## config.mk

```make
export PLATFORM = sky130hd
export DESIGN_NAME = adc_cal_seq
export DESIGN_NICKNAME = d
export VERILOG_FILES = /design/src/rtl/adc_cal_pkg.sv /design/src/rtl/adc_cal_regs.sv /design/src/rtl/adc_cal_walker.sv /design/src/rtl/adc_cal_store.sv /design/src/rtl/adc_cal_seq.sv
export SDC_FILE = /design/constraint.sdc
export NUM_CORES = 1
export LEC_CHECK = 0
export ABC_AREA = 1
export BUFFER_PORTS_ARGS = -buffer_cell sky130_fd_sc_hd__buf_2
export CELL_PAD_IN_SITES_DETAIL_PLACEMENT = 1
export CELL_PAD_IN_SITES_GLOBAL_PLACEMENT = 1
export CORE_MARGIN = 2
export CORE_UTILIZATION = 44
export CTS_CLUSTER_DIAMETER = 80
export DETAILED_ROUTE_END_ITERATION = 6
export PLACE_DENSITY = 0.86
export SETUP_SLACK_MARGIN = 0.15
export SLEW_MARGIN = 15
export SYNTH_ARGS = -nofsm -noshare
export SYNTH_HDL_FRONTEND = slang
export SYNTH_HIERARCHICAL = 1
export SYNTH_SLANG_ARGS = --single-unit
```

## constraint.sdc

```tcl
create_clock -name clk -period 4.75 [get_ports clk]
set_input_delay 1.1875 -clock clk [delete_from_list [all_inputs] [get_ports clk]]
set_output_delay 1.1875 -clock clk [all_outputs]
set_load 0.01 [all_outputs]
```

## src/rtl/adc_cal_pkg.sv

```systemverilog
package adc_cal_pkg;
  typedef enum logic [1:0] {ST_IDLE, ST_SCAN, ST_REQ, ST_DONE} cal_state_e;

  localparam logic [1:0] A_CTRL = 2'd0;
  localparam logic [1:0] A_CHEN = 2'd1;
  localparam logic [1:0] A_GAIN = 2'd2;
  localparam logic [1:0] A_CFG  = 2'd3;

  localparam int B_SWRST  = 0;
  localparam int B_START  = 1;
  localparam int B_MODEWR = 2;
  localparam int B_MODE   = 4;
  localparam int MODE_W   = 2;
endpackage

```

## src/rtl/adc_cal_regs.sv

```systemverilog
module adc_cal_regs
  import adc_cal_pkg::*;
#(
  parameter int NCH = 8,
  parameter int GW  = 2,
  parameter int DW  = 16
) (
  input  logic              clk,
  input  logic              rst_n,
  input  logic              wr_en,
  input  logic [1:0]        wr_addr,
  input  logic [DW-1:0]     wr_data,
  input  logic              rd_en,
  input  logic [1:0]        rd_addr,
  output logic [DW-1:0]     rd_data,
  input  logic              busy,
  input  logic              pass_done,
  output logic [NCH-1:0]    chen,
  output logic [NCH*GW-1:0] gain_cfg,
  output logic              swrst,
  output logic              start_go,
  output logic              mode_wr,
  output logic              armed,
  output logic              irq
);
  localparam int GCW = NCH * GW;

  logic [NCH-1:0]    chen_q, chen_d;
  logic [GCW-1:0]    gain_q, gain_d;
  logic [MODE_W-1:0] mode_q, mode_d;
  logic              ier_q, ier_d;
  logic              eoc_q, eoc_d;
  logic              armed_q, armed_d;
  logic              wr_ctrl, stat_rd;

  assign wr_ctrl  = wr_en && (wr_addr == A_CTRL);
  assign swrst    = wr_ctrl && wr_data[B_SWRST];
  assign start_go = wr_ctrl && wr_data[B_START] && !wr_data[B_SWRST] && armed_q && !busy;
  assign mode_wr  = wr_ctrl && wr_data[B_MODEWR];
  assign stat_rd  = rd_en && (rd_addr == A_CTRL);

  always_comb begin
    chen_d  = chen_q;
    gain_d  = gain_q;
    mode_d  = mode_q;
    ier_d   = ier_q;
    eoc_d   = eoc_q;
    armed_d = armed_q;
    if (wr_en && wr_addr == A_CHEN) chen_d = wr_data[NCH-1:0];
    if (wr_en && wr_addr == A_GAIN) gain_d = wr_data[GCW-1:0];
    if (wr_en && wr_addr == A_CFG)  ier_d  = wr_data[0];
    if (mode_wr) mode_d = wr_data[B_MODE +: MODE_W];
    if (swrst) begin
      eoc_d   = 1'b0;
      armed_d = 1'b1;
    end else begin
      if (start_go) armed_d = 1'b0;
      if (pass_done)    eoc_d = 1'b1;
      else if (stat_rd) eoc_d = 1'b0;
    end
  end

  always_ff @(posedge clk or negedge rst_n) begin
    if (!rst_n) begin
      chen_q  <= '0;
      gain_q  <= '0;
      mode_q  <= '0;
      ier_q   <= 1'b0;
      eoc_q   <= 1'b0;
      armed_q <= 1'b0;
    end else begin
      chen_q  <= chen_d;
      gain_q  <= gain_d;
      mode_q  <= mode_d;
      ier_q   <= ier_d;
      eoc_q   <= eoc_d;
      armed_q <= armed_d;
    end
  end

  always_comb begin
    rd_data = '0;
    case (rd_addr)
      A_CTRL: rd_data[2:0] = {armed_q, busy, eoc_q};
      A_CHEN: rd_data[NCH-1:0] = chen_q;
      A_GAIN: rd_data[GCW-1:0] = gain_q;
      default: begin
        rd_data[0] = ier_q;
        rd_data[B_MODE +: MODE_W] = mode_q;
      end
    endcase
  end

  assign chen     = chen_q;
  assign gain_cfg = gain_q;
  assign armed    = armed_q;
  assign irq      = eoc_q && ier_q;

  AST_IRQ_IDLE: assert property (@(posedge clk) disable iff (!rst_n)
    irq |-> !busy);
endmodule

```

## src/rtl/adc_cal_walker.sv

```systemverilog
module adc_cal_walker
  import adc_cal_pkg::*;
#(
  parameter int NCH   = 8,
  parameter int GAINS = 4,
  parameter int CW    = 12
) (
  input  logic                      clk,
  input  logic                      rst_n,
  input  logic                      start_go,
  input  logic                      abort,
  input  logic [NCH-1:0]            chen_cfg,
  input  logic [NCH*$clog2(GAINS)-1:0] gain_cfg,
  output logic                      busy,
  output logic                      pass_done,
  output logic                      ana_req,
  output logic [$clog2(NCH)-1:0]    ana_ch,
  output logic [$clog2(GAINS)-1:0]  ana_gain,
  input  logic                      ana_ack,
  input  logic [CW-1:0]             ana_corr,
  output logic                      st_we,
  output logic [$clog2(GAINS)-1:0]  st_idx,
  output logic [CW-1:0]             st_data
);
  localparam int CHW = $clog2(NCH);
  localparam int GW  = $clog2(GAINS);
  localparam logic [CHW-1:0] LAST = CHW'(NCH - 1);

  cal_state_e         state_q, state_d;
  logic [CHW-1:0]     idx_q, idx_d;
  logic [NCH-1:0]     chen_q, chen_d;
  logic [NCH*GW-1:0]  gain_q, gain_d;
  logic [GAINS-1:0]   done_q, done_d;
  logic [GW-1:0]      cur_gain;
  logic               at_last;

  assign cur_gain = gain_q[idx_q*GW +: GW];
  assign at_last  = (idx_q == LAST);

  always_comb begin
    state_d = state_q;
    idx_d   = idx_q;
    chen_d  = chen_q;
    gain_d  = gain_q;
    done_d  = done_q;
    if (abort) begin
      state_d = ST_IDLE;
    end else begin
      case (state_q)
        ST_IDLE: if (start_go) begin
          state_d = ST_SCAN;
          idx_d   = '0;
          chen_d  = chen_cfg;
          gain_d  = gain_cfg;
          done_d  = '0;
        end
        ST_SCAN: begin
          if (chen_q[idx_q] && !done_q[cur_gain]) state_d = ST_REQ;
          else if (at_last)                       state_d = ST_DONE;
          else                                    idx_d   = idx_q + 1'b1;
        end
        ST_REQ: if (ana_ack) begin
          done_d[cur_gain] = 1'b1;
          if (at_last) state_d = ST_DONE;
          else begin
            state_d = ST_SCAN;
            idx_d   = idx_q + 1'b1;
          end
        end
        ST_DONE: state_d = ST_IDLE;
        default: state_d = ST_IDLE;
      endcase
    end
  end

  always_ff @(posedge clk or negedge rst_n) begin
    if (!rst_n) begin
      state_q <= ST_IDLE;
      idx_q   <= '0;
      chen_q  <= '0;
      gain_q  <= '0;
      done_q  <= '0;
    end else begin
      state_q <= state_d;
      idx_q   <= idx_d;
      chen_q  <= chen_d;
      gain_q  <= gain_d;
      done_q  <= done_d;
    end
  end

  assign busy      = (state_q != ST_IDLE);
  assign pass_done = (state_q == ST_DONE) && !abort;
  assign ana_req   = (state_q == ST_REQ);
  assign ana_ch    = idx_q;
  assign ana_gain  = cur_gain;
  assign st_we     = ana_req && ana_ack && !abort;
  assign st_idx    = cur_gain;
  assign st_data   = ana_corr;

  AST_REQ_HOLD: assert property (@(posedge clk) disable iff (!rst_n)
    (ana_req && !ana_ack && !abort) |=> (ana_req && $stable(ana_ch) && $stable(ana_gain)));
endmodule

```

## src/rtl/adc_cal_store.sv

```systemverilog
module adc_cal_store #(
  parameter int GAINS = 4,
  parameter int CW    = 12
) (
  input  logic                     clk,
  input  logic                     rst_n,
  input  logic                     clr,
  input  logic                     we,
  input  logic [$clog2(GAINS)-1:0] widx,
  input  logic [CW-1:0]            wdata,
  input  logic [$clog2(GAINS)-1:0] ridx,
  output logic [CW-1:0]            rdata,
  output logic                     rvalid,
  output logic [GAINS-1:0]         valid_vec
);
  localparam int GW = $clog2(GAINS);

  logic [CW-1:0] corr_arr [GAINS];

  for (genvar g = 0; g < GAINS; g++) begin : g_ent
    logic          v_q, v_d;
    logic [CW-1:0] c_q, c_d;
    logic          hit;

    assign hit = we && (widx == GW'(g));

    always_comb begin
      v_d = v_q;
      c_d = c_q;
      if (clr) v_d = 1'b0;
      else if (hit) begin
        v_d = 1'b1;
        c_d = wdata;
      end
    end

    always_ff @(posedge clk or negedge rst_n) begin
      if (!rst_n) begin
        v_q <= 1'b0;
        c_q <= '0;
      end else begin
        v_q <= v_d;
        c_q <= c_d;
      end
    end

    assign valid_vec[g] = v_q;
    assign corr_arr[g]  = c_q;
  end

  assign rdata  = corr_arr[ridx];
  assign rvalid = valid_vec[ridx];

  AST_CLR_EMPTIES: assert property (@(posedge clk) disable iff (!rst_n)
    clr |=> (valid_vec == '0));
endmodule

```

## src/rtl/adc_cal_seq.sv

```systemverilog
module adc_cal_seq #(
  parameter int NCH   = 8,
  parameter int GAINS = 4,
  parameter int CW    = 12,
  parameter int DW    = 16,
  localparam int CHW  = $clog2(NCH),
  localparam int GW   = $clog2(GAINS)
) (
  input  logic           clk,
  input  logic           rst_n,
  input  logic           wr_en,
  input  logic [1:0]     wr_addr,
  input  logic [DW-1:0]  wr_data,
  input  logic           rd_en,
  input  logic [1:0]     rd_addr,
  output logic [DW-1:0]  rd_data,
  output logic           cal_busy,
  output logic           irq,
  output logic           ana_req,
  output logic [CHW-1:0] ana_ch,
  output logic [GW-1:0]  ana_gain,
  input  logic           ana_ack,
  input  logic [CW-1:0]  ana_corr,
  input  logic [GW-1:0]  conv_gain,
  output logic [CW-1:0]  conv_corr,
  output logic           conv_valid
);
  logic [1:0]        rst_sync_q;
  logic              rst_i_n;
  logic [NCH-1:0]    chen;
  logic [NCH*GW-1:0] gain_cfg;
  logic              swrst, start_go, mode_wr, armed, busy, pass_done;
  logic              st_we;
  logic [GW-1:0]     st_idx;
  logic [CW-1:0]     st_data;
  logic [GAINS-1:0]  valid_vec;

  always_ff @(posedge clk or negedge rst_n) begin
    if (!rst_n) rst_sync_q <= 2'b00;
    else        rst_sync_q <= {rst_sync_q[0], 1'b1};
  end
  assign rst_i_n = rst_sync_q[1];

  adc_cal_regs #(.NCH(NCH), .GW(GW), .DW(DW)) u_regs (
    .clk(clk), .rst_n(rst_i_n),
    .wr_en(wr_en), .wr_addr(wr_addr), .wr_data(wr_data),
    .rd_en(rd_en), .rd_addr(rd_addr), .rd_data(rd_data),
    .busy(busy), .pass_done(pass_done),
    .chen(chen), .gain_cfg(gain_cfg),
    .swrst(swrst), .start_go(start_go), .mode_wr(mode_wr),
    .armed(armed), .irq(irq)
  );

  adc_cal_walker #(.NCH(NCH), .GAINS(GAINS), .CW(CW)) u_walk (
    .clk(clk), .rst_n(rst_i_n),
    .start_go(start_go), .abort(swrst),
    .chen_cfg(chen), .gain_cfg(gain_cfg),
    .busy(busy), .pass_done(pass_done),
    .ana_req(ana_req), .ana_ch(ana_ch), .ana_gain(ana_gain),
    .ana_ack(ana_ack), .ana_corr(ana_corr),
    .st_we(st_we), .st_idx(st_idx), .st_data(st_data)
  );

  adc_cal_store #(.GAINS(GAINS), .CW(CW)) u_store (
    .clk(clk), .rst_n(rst_i_n),
    .clr(swrst), .we(st_we), .widx(st_idx), .wdata(st_data),
    .ridx(conv_gain), .rdata(conv_corr), .rvalid(conv_valid),
    .valid_vec(valid_vec)
  );

  assign cal_busy = busy;

  AST_START_NEEDS_ARM: assert property (@(posedge clk) disable iff (!rst_i_n)
    $rose(busy) |-> $past(armed));
  AST_EOC_AT_FALL: assert property (@(posedge clk) disable iff (!rst_i_n)
    ($fell(busy) && !$past(swrst)) |-> rd_en || rd_addr != 2'd0 || rd_data[0]);
  AST_MODE_KEEPS_STORE: assert property (@(posedge clk) disable iff (!rst_i_n)
    (mode_wr && !swrst && !st_we) |=> $stable(valid_vec));
endmodule

```

==> results_dict.tcl, run 1 <==
set metrics [dict create \
    worst_pin_slew_ns 0.959 \
    start_util_pct 45.2 \
    cp_max_fo 16 \
    drive_gt1_share_pct 22.5 \
    syn_inst 783 \
    drcViolationCount 0 \
    cts-root-buf "clkbuf_16" \
    critPathBufInv 4 \
    run_status "finished clean" \
    min_period_ns 3.66 \
    wl_per_cell_um 17.4 \
    power.share.sequential_pct 36.4 \
    p_sw_uw 1630 \
    ios 76 \
    clock_sinks 116 \
    path_cells "buf_2 > inv_1 > ha_1 > nand2_1 > nand3_1 > nand2_1 > inv_1 > buf_2" \
    fmax_mhz 273 \
    grt_first_pass_wirelength_um 28600 \
    power.share.combinational_pct 32.0 \
    fin_nets 884 \
    post_cts_buffers 0 \
    area_growth_pct 14.0 \
    wl_um 17800 \
    p_int_uw 2740 \
    cp_slowest_cell "ha_1" \
    ant_nets 0 \
    clkPwrFrac_pct 31.6 \
    grt_pass1_vias 5591 \
    dieHeight_um 124 \
    vias 5353 \
    hold_depth 0 \
    min_path_type "reg -> reg" \
    hold_end "rst_sync_q[1]$_DFF_PN0_" \
    cp-start-kind "input pin" \
    drt-pass1-iter-count 4 \
    cp.required_ns 3.56 \
    r2r_start "u_walk/state_q[1]$_DFFE_PN0P_" \
    final-hold-violation-count 0 \
    synthesis.nets 834 \
    fillCellCount 1758 \
    yosysWarnings 6 \
    min_period_over_period_pct 77.0 \
    dp_hpwl_um 11400 \
    hold_ws_ns 0.348 \
    drv_slew 0 \
    min-delay-start "rst_sync_q[0]$_DFF_PN0_" \
    maxCapViolCount 0 \
    drt_iter0_drc 332 \
    place_congestion 0.796 \
    rsz0062_at_grt "false" \
    r2r_setup_slack_ns 1.81 \
    path_clk_slew_ns 0.05 \
    cts-hold-fix-buffers 0 \
    grt_start_max_net_pins 66 \
    insertedDiodeCount 0 \
    cts_tree "yes" \
    port-buffer-count 75 \
    die_w_um 124 \
    power_leakage_uw 0.00403 \
    r2r_cells 12 \
    grt_usage_pct 24.7 \
    cts.repair.resized 0 \
    syn_area_per_cell_um2 8.08 \
    cts.path.max_buffers 2 \
    die_area_mm2 0.0154 \
    rows 43 \
    syn-cell-area_mm2 0.00633 \
    cts_made_buffers 17 \
    grt_remaining_overflow 0 \
    relSlewSlack_pct 35.9 \
    vdd_ir_drop_max_uv 290 \
    timing.critical_path.from "rd_addr[0]" \
    power_density_mw_per_mm2 605 \
    crit_type "in -> out" \
    worst_clock_skew_ns 0.00602 \
    setup_viol 0 \
    cts_max_level 4 \
    reg2reg_to "u_walk/gain_q[6]$_DFFE_PN0P_" \
    switching_share_pct 37.3 \
    antenna_found_initial 0 \
    tns_ns 0 \
    cp.arrival_ns 2.47 \
    crit_path_end_kind "output port" \
    core_area_mm2 0.0140 \
    via_per_inst 5.22 \
    crit_cells 8 \
    critical-path-max-stage-delay_ns 0.56 \
    critical-path-top-delay-family "adder cells" \
    insertion_delay_ns 0.42 \
]
-- sequential cells by signal, indices dropped and copies added (netlist names), 3 cells and up --
| name | flops |
|---|---|
| u_store/g_ent.c_q | 48 |
| u_regs/gain_cfg | 16 |
| u_walk/gain_q | 16 |
| u_regs/chen | 8 |
| u_walk/chen_q | 8 |
| u_store/g_ent.v_q | 4 |
| u_walk/done_q | 4 |
| u_walk/ana_ch | 3 |
-- routing by layer --
metal | track usage (%) | share of wire, %
met5 | 0 | 0
met4 | 9.27 | 1.8
met3 | 5.04 | 4.5
met2 | 41.3 | 49
met1 | 31.6 | 44
-- worst max path at each step --
stage	to
after floorplan	u_regs/armed$_DFFE_PN0P_
after detailed placement	u_walk/gain_q[6]$_DFFE_PN0P_
after CTS	rd_data[2]
after global placement	rd_data[4]
after global routing	rd_data[2]
final	rd_data[2]
-- layout make-up --
class / instances / area, µm² / area share (%)
flip-flops and latches: 116 / 2910 / 40.3
multi-input cells: 510 / 2630 / 36.5
clock buffers: 24 / 492 / 6.82
inverters: 110 / 413 / 5.72
repair buffers: 78 / 398 / 5.52
well taps: 180 / 225 / 3.12
clock inverters: 8 / 146 / 2.03
-- power groups by stage --
stage / clock [µW] / combinational [µW] / sequential (µW)
floorplan: 0 / 1100 / 1510
global placement: 0 / 1290 / 1570
detailed placement: 0 / 1350 / 1590
CTS: 1400 / 1400 / 1590
global route: 1450 / 1570 / 1630
finish: 1380 / 1400 / 1590
-- per-stage QoR --
step	worst slack [ns]	util (%)	cell area [µm²]	power [µW]	instances
finish	1.09	51.6	7210	4370	1026
global route	0.941	51.6	7210	4640	1026
CTS	1.08	51.6	7210	4390	1026
detailed placement	1.12	47.0	6580	2940	994
global placement	1.21	47.0	6580	2850	994
floorplan	1.28	-	6330	2610	783
-- cells in the final DEF (no fill, tap or decap), drive strengths merged --
| cell type | count |
|---|---|
| nand2 | 264 |
| or2 | 12 |
| clkbuf | 24 |
| mux2 | 15 |
| nand3b | 1 |
| clkinvlp | 1 |
| clkinv | 3 |
| a21oi | 22 |
| nand3 | 100 |
| nor3 | 1 |
| a21o | 1 |
| ha | 12 |
| nor4 | 1 |
| a211oi | 1 |
| a2111oi | 1 |
| nor2 | 32 |
| bufinv | 4 |
| o22ai | 3 |
| dfrtp | 116 |
| o21ai | 43 |
| conb | 1 |
| buf | 78 |
| inv | 110 |
Power figures use the tool's default switching activity.
==> inputs of run 2 (changes only) <==
Clock period 4.75 ns to 3.7 ns, I/O delays scaled along.
==> results_dict.tcl, run 2 (synthesis results as in run 1) <==
set metrics [dict create \
    run_status "finished clean" \
    min_period_over_period_pct 85.7 \
    timing.critical_path.from "u_walk/ana_ch[0]$_DFFE_PN0P_" \
    placed_cell_area_mm2 0.00662 \
    cts-root-buf "clkbuf_16" \
    insertion_delay_ns 0.42 \
    layout.cells.most_common_list "nand2_1 (254), dfrtp_1 (115), inv_1 (106), nand3_1 (91), buf_2 (75)" \
    grt_start_max_net_pins 62 \
    clock_sinks 116 \
    wl_um 17300 \
    fin_area_mm2 0.00723 \
    fillCellCount 1741 \
    power_leakage_uw 0.00405 \
    tns_ns 0 \
    drv_slew 0 \
    fmax_mhz 316 \
    min_path_type "in -> async" \
    place_congestion 0.823 \
    drt-pass1-iter-count 4 \
    ios 76 \
    grt_pass1_vias 5559 \
    cts-hold-fix-buffers 0 \
    vdd_ir_drop_max_uv 371 \
    post_cts_buffers 0 \
    regMostFlops "u_store/g_ent.c_q" \
    vias 5336 \
    worst_clock_skew_ns 0.00577 \
    cts_max_level 4 \
    die_area_mm2 0.0154 \
    dp_hpwl_um 11400 \
    via_per_inst 5.18 \
    insertedDiodeCount 0 \
    cp_max_fo 17 \
    port-buffer-count 75 \
    cts_tree "yes" \
    drcViolationCount 0 \
    grt_remaining_overflow 0 \
    start_util_pct 45.2 \
    min_period_ns 3.17 \
    dieHeight_um 124 \
    relSlewSlack_pct 40.8 \
    path_clk_slew_ns 0.05 \
    rsz0062_at_grt "false" \
    crit_path_end_kind "output port" \
    cts.repair.resized 0 \
    antenna_found_initial 0 \
    largest_reg_flops 48 \
    die_w_um 124 \
    cts_made_buffers 17 \
    cts.path.max_buffers 2 \
    setup_viol 0 \
    worst_pin_slew_ns 0.865 \
    wl_per_cell_um 16.8 \
    maxCapViolCount 0 \
    rows 43 \
    area_growth_pct 14.3 \
    drt_iter0_drc 314 \
    grt_usage_pct 24.2 \
    grt_first_pass_wirelength_um 28200 \
    final-hold-violation-count 0 \
    core_area_mm2 0.0140 \
    cp-start-kind "register" \
    fin_nets 888 \
    drive_gt1_share_pct 23.2 \
    power_density_mw_per_mm2 766 \
    ant_nets 0 \
    mostFrequentLayoutCell "nand2_1" \
    r2r_start "u_walk/state_q[0]$_DFFE_PN0P_" \
    cp.required_ns 2.77 \
    cp.arrival_ns 2.24 \
    crit_type "reg -> out" \
]
[run 2: changes by cell type in the layout (fill, tap and decap cells not counted)]
cell,delta
buf_12,+1
buf_4,+3
clkbuf_1,-3
clkinv_4,+3
clkbuf_8,-2
bufinv_16,-1
clkinv_2,+3
[run 2: path summary, 6_finish.rpt]
path                       slack (ns)                           end  cells past startpoint
max                              0.53                   ana_gain[1]                      6
min                              0.28       rst_sync_q[1]$_DFF_PN0_                      1
max reg2reg                      0.75  u_walk/ana_ch[1]$_DFFE_PN0P_                     13
min reg2reg                      0.35       rst_sync_q[1]$_DFF_PN0_                      0
max in group asynchronous        2.48  u_walk/done_q[3]$_DFFE_PN0P_                      1
min in group clk                 0.35       rst_sync_q[1]$_DFF_PN0_                      0
[run 2: where the power goes]
| part | leakage [µW] | internal (µW) | switching (µW) |
|---|---|---|---|
| registers | 0.00147 | 1710 | 314 |
| clock network | 0.000302 | 1090 | 602 |
| logic | 0.00227 | 627 | 1190 |
| total | 0.00405 | 3430 | 2110 |
[run 2: critical path: stages (launching register included)]
cell and delay, ns:
dfrtp_1 0.59, inv_2 0.30, nor2_1 0.07, o21ai_0 0.19, inv_1 0.10, o21ai_2 0.35, buf_2 0.22
[run 2: routing by layer]
metal / up-vias / global-route usage (%) / part of all wire [%]
li1: 2530 / - / -
met1: 2659 / 32.2 / 46
met2: 125 / 39.6 / 48
met3: 22 / 4.62 / 4.2
met4: 0 / 8.15 / 1.5
met5: - / 0 / 0
[run 2: through the flow]
step,setup WS (ns),hold slack (ns),power [µW],std cells,util [%]
floorplan,0.229,0.331,3340,783,-
global placement,0.742,0.335,3680,998,47.3
detailed placement,0.616,0.340,3790,998,47.3
CTS,0.501,0.267,5560,1030,51.7
global route,0.356,0.269,5900,1030,51.7
finish,0.531,0.279,5540,1030,51.7
[run 2: area by class of cell]
type	instances	area (µm²)	share of cell area (%)
Clock buffer	19	453	6.27
Clock inverter	13	158	2.18
Inverter	110	413	5.71
Multi-Input combinational cell	510	2630	36.4
Sequential cell	116	2910	40.2
Tap cell	180	225	3.12
Timing Repair Buffer	82	440	6.09
==> inputs of run 3 (changes only) <==
Settings changed: BUFFER_PORTS_ARGS -buffer_cell sky130_fd_sc_hd__buf_2 to unset, CORE_UTILIZATION 44 to 48, DONT_BUFFER_PORTS set to 1, PLACE_DENSITY 0.86 to 0.85, SYNTH_HIERARCHICAL 1 to unset.
==> results_dict.tcl, run 3 <==
set metrics [dict create \
    drv_slew 0 \
    p_int_uw 3350 \
    via_per_inst 5.46 \
    fillCellCount 1327 \
    r2r_start "u_walk.ana_ch[0]$_DFFE_PN0P_" \
    crit_path_end_kind "output port" \
    tns_ns 0 \
    cts_tree "yes" \
    cts-root-buf "clkbuf_16" \
    crit_type "reg -> out" \
    fin_cells 815 \
    p_sw_uw 1880 \
    setup_viol 0 \
    grt_start_max_net_pins 82 \
    rsz0062_at_grt "false" \
    worst_clock_skew_ns 0.00801 \
    hold_ws_ns 0.197 \
    synthDistinctLibCells 31 \
    cp_max_fo 17 \
    min_path_type "in -> async" \
    core_area_mm2 0.0115 \
    min_period_over_period_pct 80.9 \
    grt_pass1_vias 4807 \
    power_leakage_uw 0.00323 \
    postLayoutCoreUtil_pct 55.0 \
    run_status "finished with violations" \
    largest_reg_flops 48 \
    wl_um 14700 \
    insertedDiodeCount 0 \
    rows 39 \
    syn_inst 663 \
    power_density_mw_per_mm2 824 \
    synth_top_area_share_pct 50.9 \
    drive_gt1_share_pct 16.1 \
    drcViolationCount 6 \
    insertion_delay_ns 0.42 \
    cp-start-kind "register" \
    clock_sinks 116 \
    cts.repair.resized 0 \
    ios 76 \
    layout.cells.most_common_list "nand2_1 (188), dfrtp_1 (115), inv_1 (65), o21ai_0 (61), nor2_1 (46)" \
    async_flop_share_pct 100 \
    power.share.combinational_pct 29.1 \
    switching_share_pct 35.9 \
    cts-hold-fix-buffers 0 \
    grt_remaining_overflow 0 \
    timing.critical_path.from "u_walk.ana_ch[0]$_DFFE_PN0P_" \
    synthFlopType "dfrtp_1" \
    worst_pin_slew_ns 1.05 \
    drt_iter0_drc 185 \
    cp.required_ns 2.77 \
    relSlewSlack_pct 30.1 \
    cp.arrival_ns 2.07 \
    area_growth_pct 11.2 \
    critPathBufInv 2 \
    synth_common_cells "nand2_1 (188), dfrtp_1 (116), inv_1 (65)" \
    vdd_ir_drop_max_uv 420 \
    fmax_mhz 334 \
    fin_nets 709 \
    dp_cells 783 \
    path_clk_slew_ns 0.05 \
    yosysMostFrequentCell "nand2_1" \
    die_w_um 113 \
    vias 4449 \
    post_cts_buffers 0 \
    critical-path-max-stage-delay_ns 0.80 \
    dp_hpwl_um 9540 \
    grt_first_pass_wirelength_um 24400 \
    place_congestion 0.790 \
    synthTopCellsByArea "dfrtp_1 (51%), nand2_1 (12%), o21ai_0 (5.4%)" \
    synthesis.nets 713 \
    synth_seq_cells 116 \
    maxCapViolCount 0 \
    min_period_ns 2.99 \
    syn_area_per_cell_um2 8.59 \
    start_util_pct 49.5 \
    antenna_found_initial 0 \
    critical-path-top-delay-family "flip-flops" \
    regMostFlops "u_store.g_ent.c_q" \
    grt_usage_pct 24.5 \
    cts_made_buffers 17 \
    cp_slowest_cell "dfrtp_1" \
    final-hold-violation-count 0 \
    yosys.area.top_type "dfrtp_1" \
    synth-seq-area-share_pct 50.9 \
    drt-pass1-iter-count 6 \
    clkPwrFrac_pct 31.9 \
    syn-cell-area_mm2 0.00570 \
    path_cells "inv_2 > nand2_1 > nand3_1 > nand3_2 > nand2_4 > inv_4" \
    ant_nets 0 \
    cts_max_level 4 \
    synth_edf_count 0 \
    wl_per_cell_um 18.0 \
    die_area_mm2 0.0128 \
    violations "design-rule violations" \
    dieHeight_um 113 \
    port-buffer-count 0 \
    power.share.sequential_pct 39.1 \
    cts.path.max_buffers 2 \
    finalPower_uw 5220 \
    mostFrequentLayoutCell "nand2_1" \
    yosysWarnings 0 \
]
## run 3: metrics by stage
stage | setup WS, ns | instance area, µm²
global route | 0.555 | 6340
CTS | 0.697 | 6340
detailed placement | 0.748 | 5730
finish | 0.707 | 6340
global placement | 0.804 | 5730
floorplan | 0.229 | 5700
## run 3: cell type report
class                   count  area, µm²  share of cell area [%]
repair buffers              5       37.5                   0.592
well taps                 143        179                    2.82
clock buffers              23        478                    7.54
inverters                  70        265                    4.18
clock inverters             9        126                    1.99
multi-input cells         449       2350                    37.0
flip-flops and latches    116       2910                    45.9
## run 3: path summary, 6_finish.rpt
check                      depth (start not counted)                             endpoint  slack [ns]
min in group clk                                   0              rst_sync_q[1]$_DFF_PN0_        0.37
max in group asynchronous                          1         u_walk.gain_q[8]$_DFFE_PN0P_        2.29
setup / recovery                                   6                          ana_gain[0]        0.71
hold / removal                                     0              rst_sync_q[1]$_DFF_PN0_        0.20
setup reg to reg                                  10  u_store.g_ent[2].c_q[5]$_DFFE_PN0P_        1.22
hold reg to reg                                    0              rst_sync_q[1]$_DFF_PN0_        0.37
## run 3: power by group through the flow
| stage | clock (µW) | combinational (µW) | sequential, µW |
|---|---|---|---|
| 3_3_place_gp | 0 | 1390 | 2020 |
| 2_1_floorplan | 0 | 1260 | 1940 |
| 5_1_grt | 1750 | 1720 | 2090 |
| 6_report | 1660 | 1520 | 2040 |
| 3_5_place_dp | 0 | 1490 | 2050 |
| 4_1_cts | 1690 | 1540 | 2040 |
## run 3: cell families after synthesis
| family | share of synthesized area (%) |
|---|---|
| and+or+nand+nor | 21.6 |
| AOI/OAI and AO/OA | 15.9 |
| DFF | 50.9 |
| buffers and inverters | 7.88 |
| adders and majority gates | 2.42 |
| muxes | 1.19 |
| other | 0.0658 |
## run 3: per-layer routing
layer | GRT usage [%] | vias up | wire, µm
met5 | 0 | - | 0
met4 | 9.11 | 0 | 199
met3 | 7.45 | 13 | 707
met2 | 40.6 | 83 | 7360
met1 | 30.6 | 2223 | 6390
li1 | - | 2130 | -
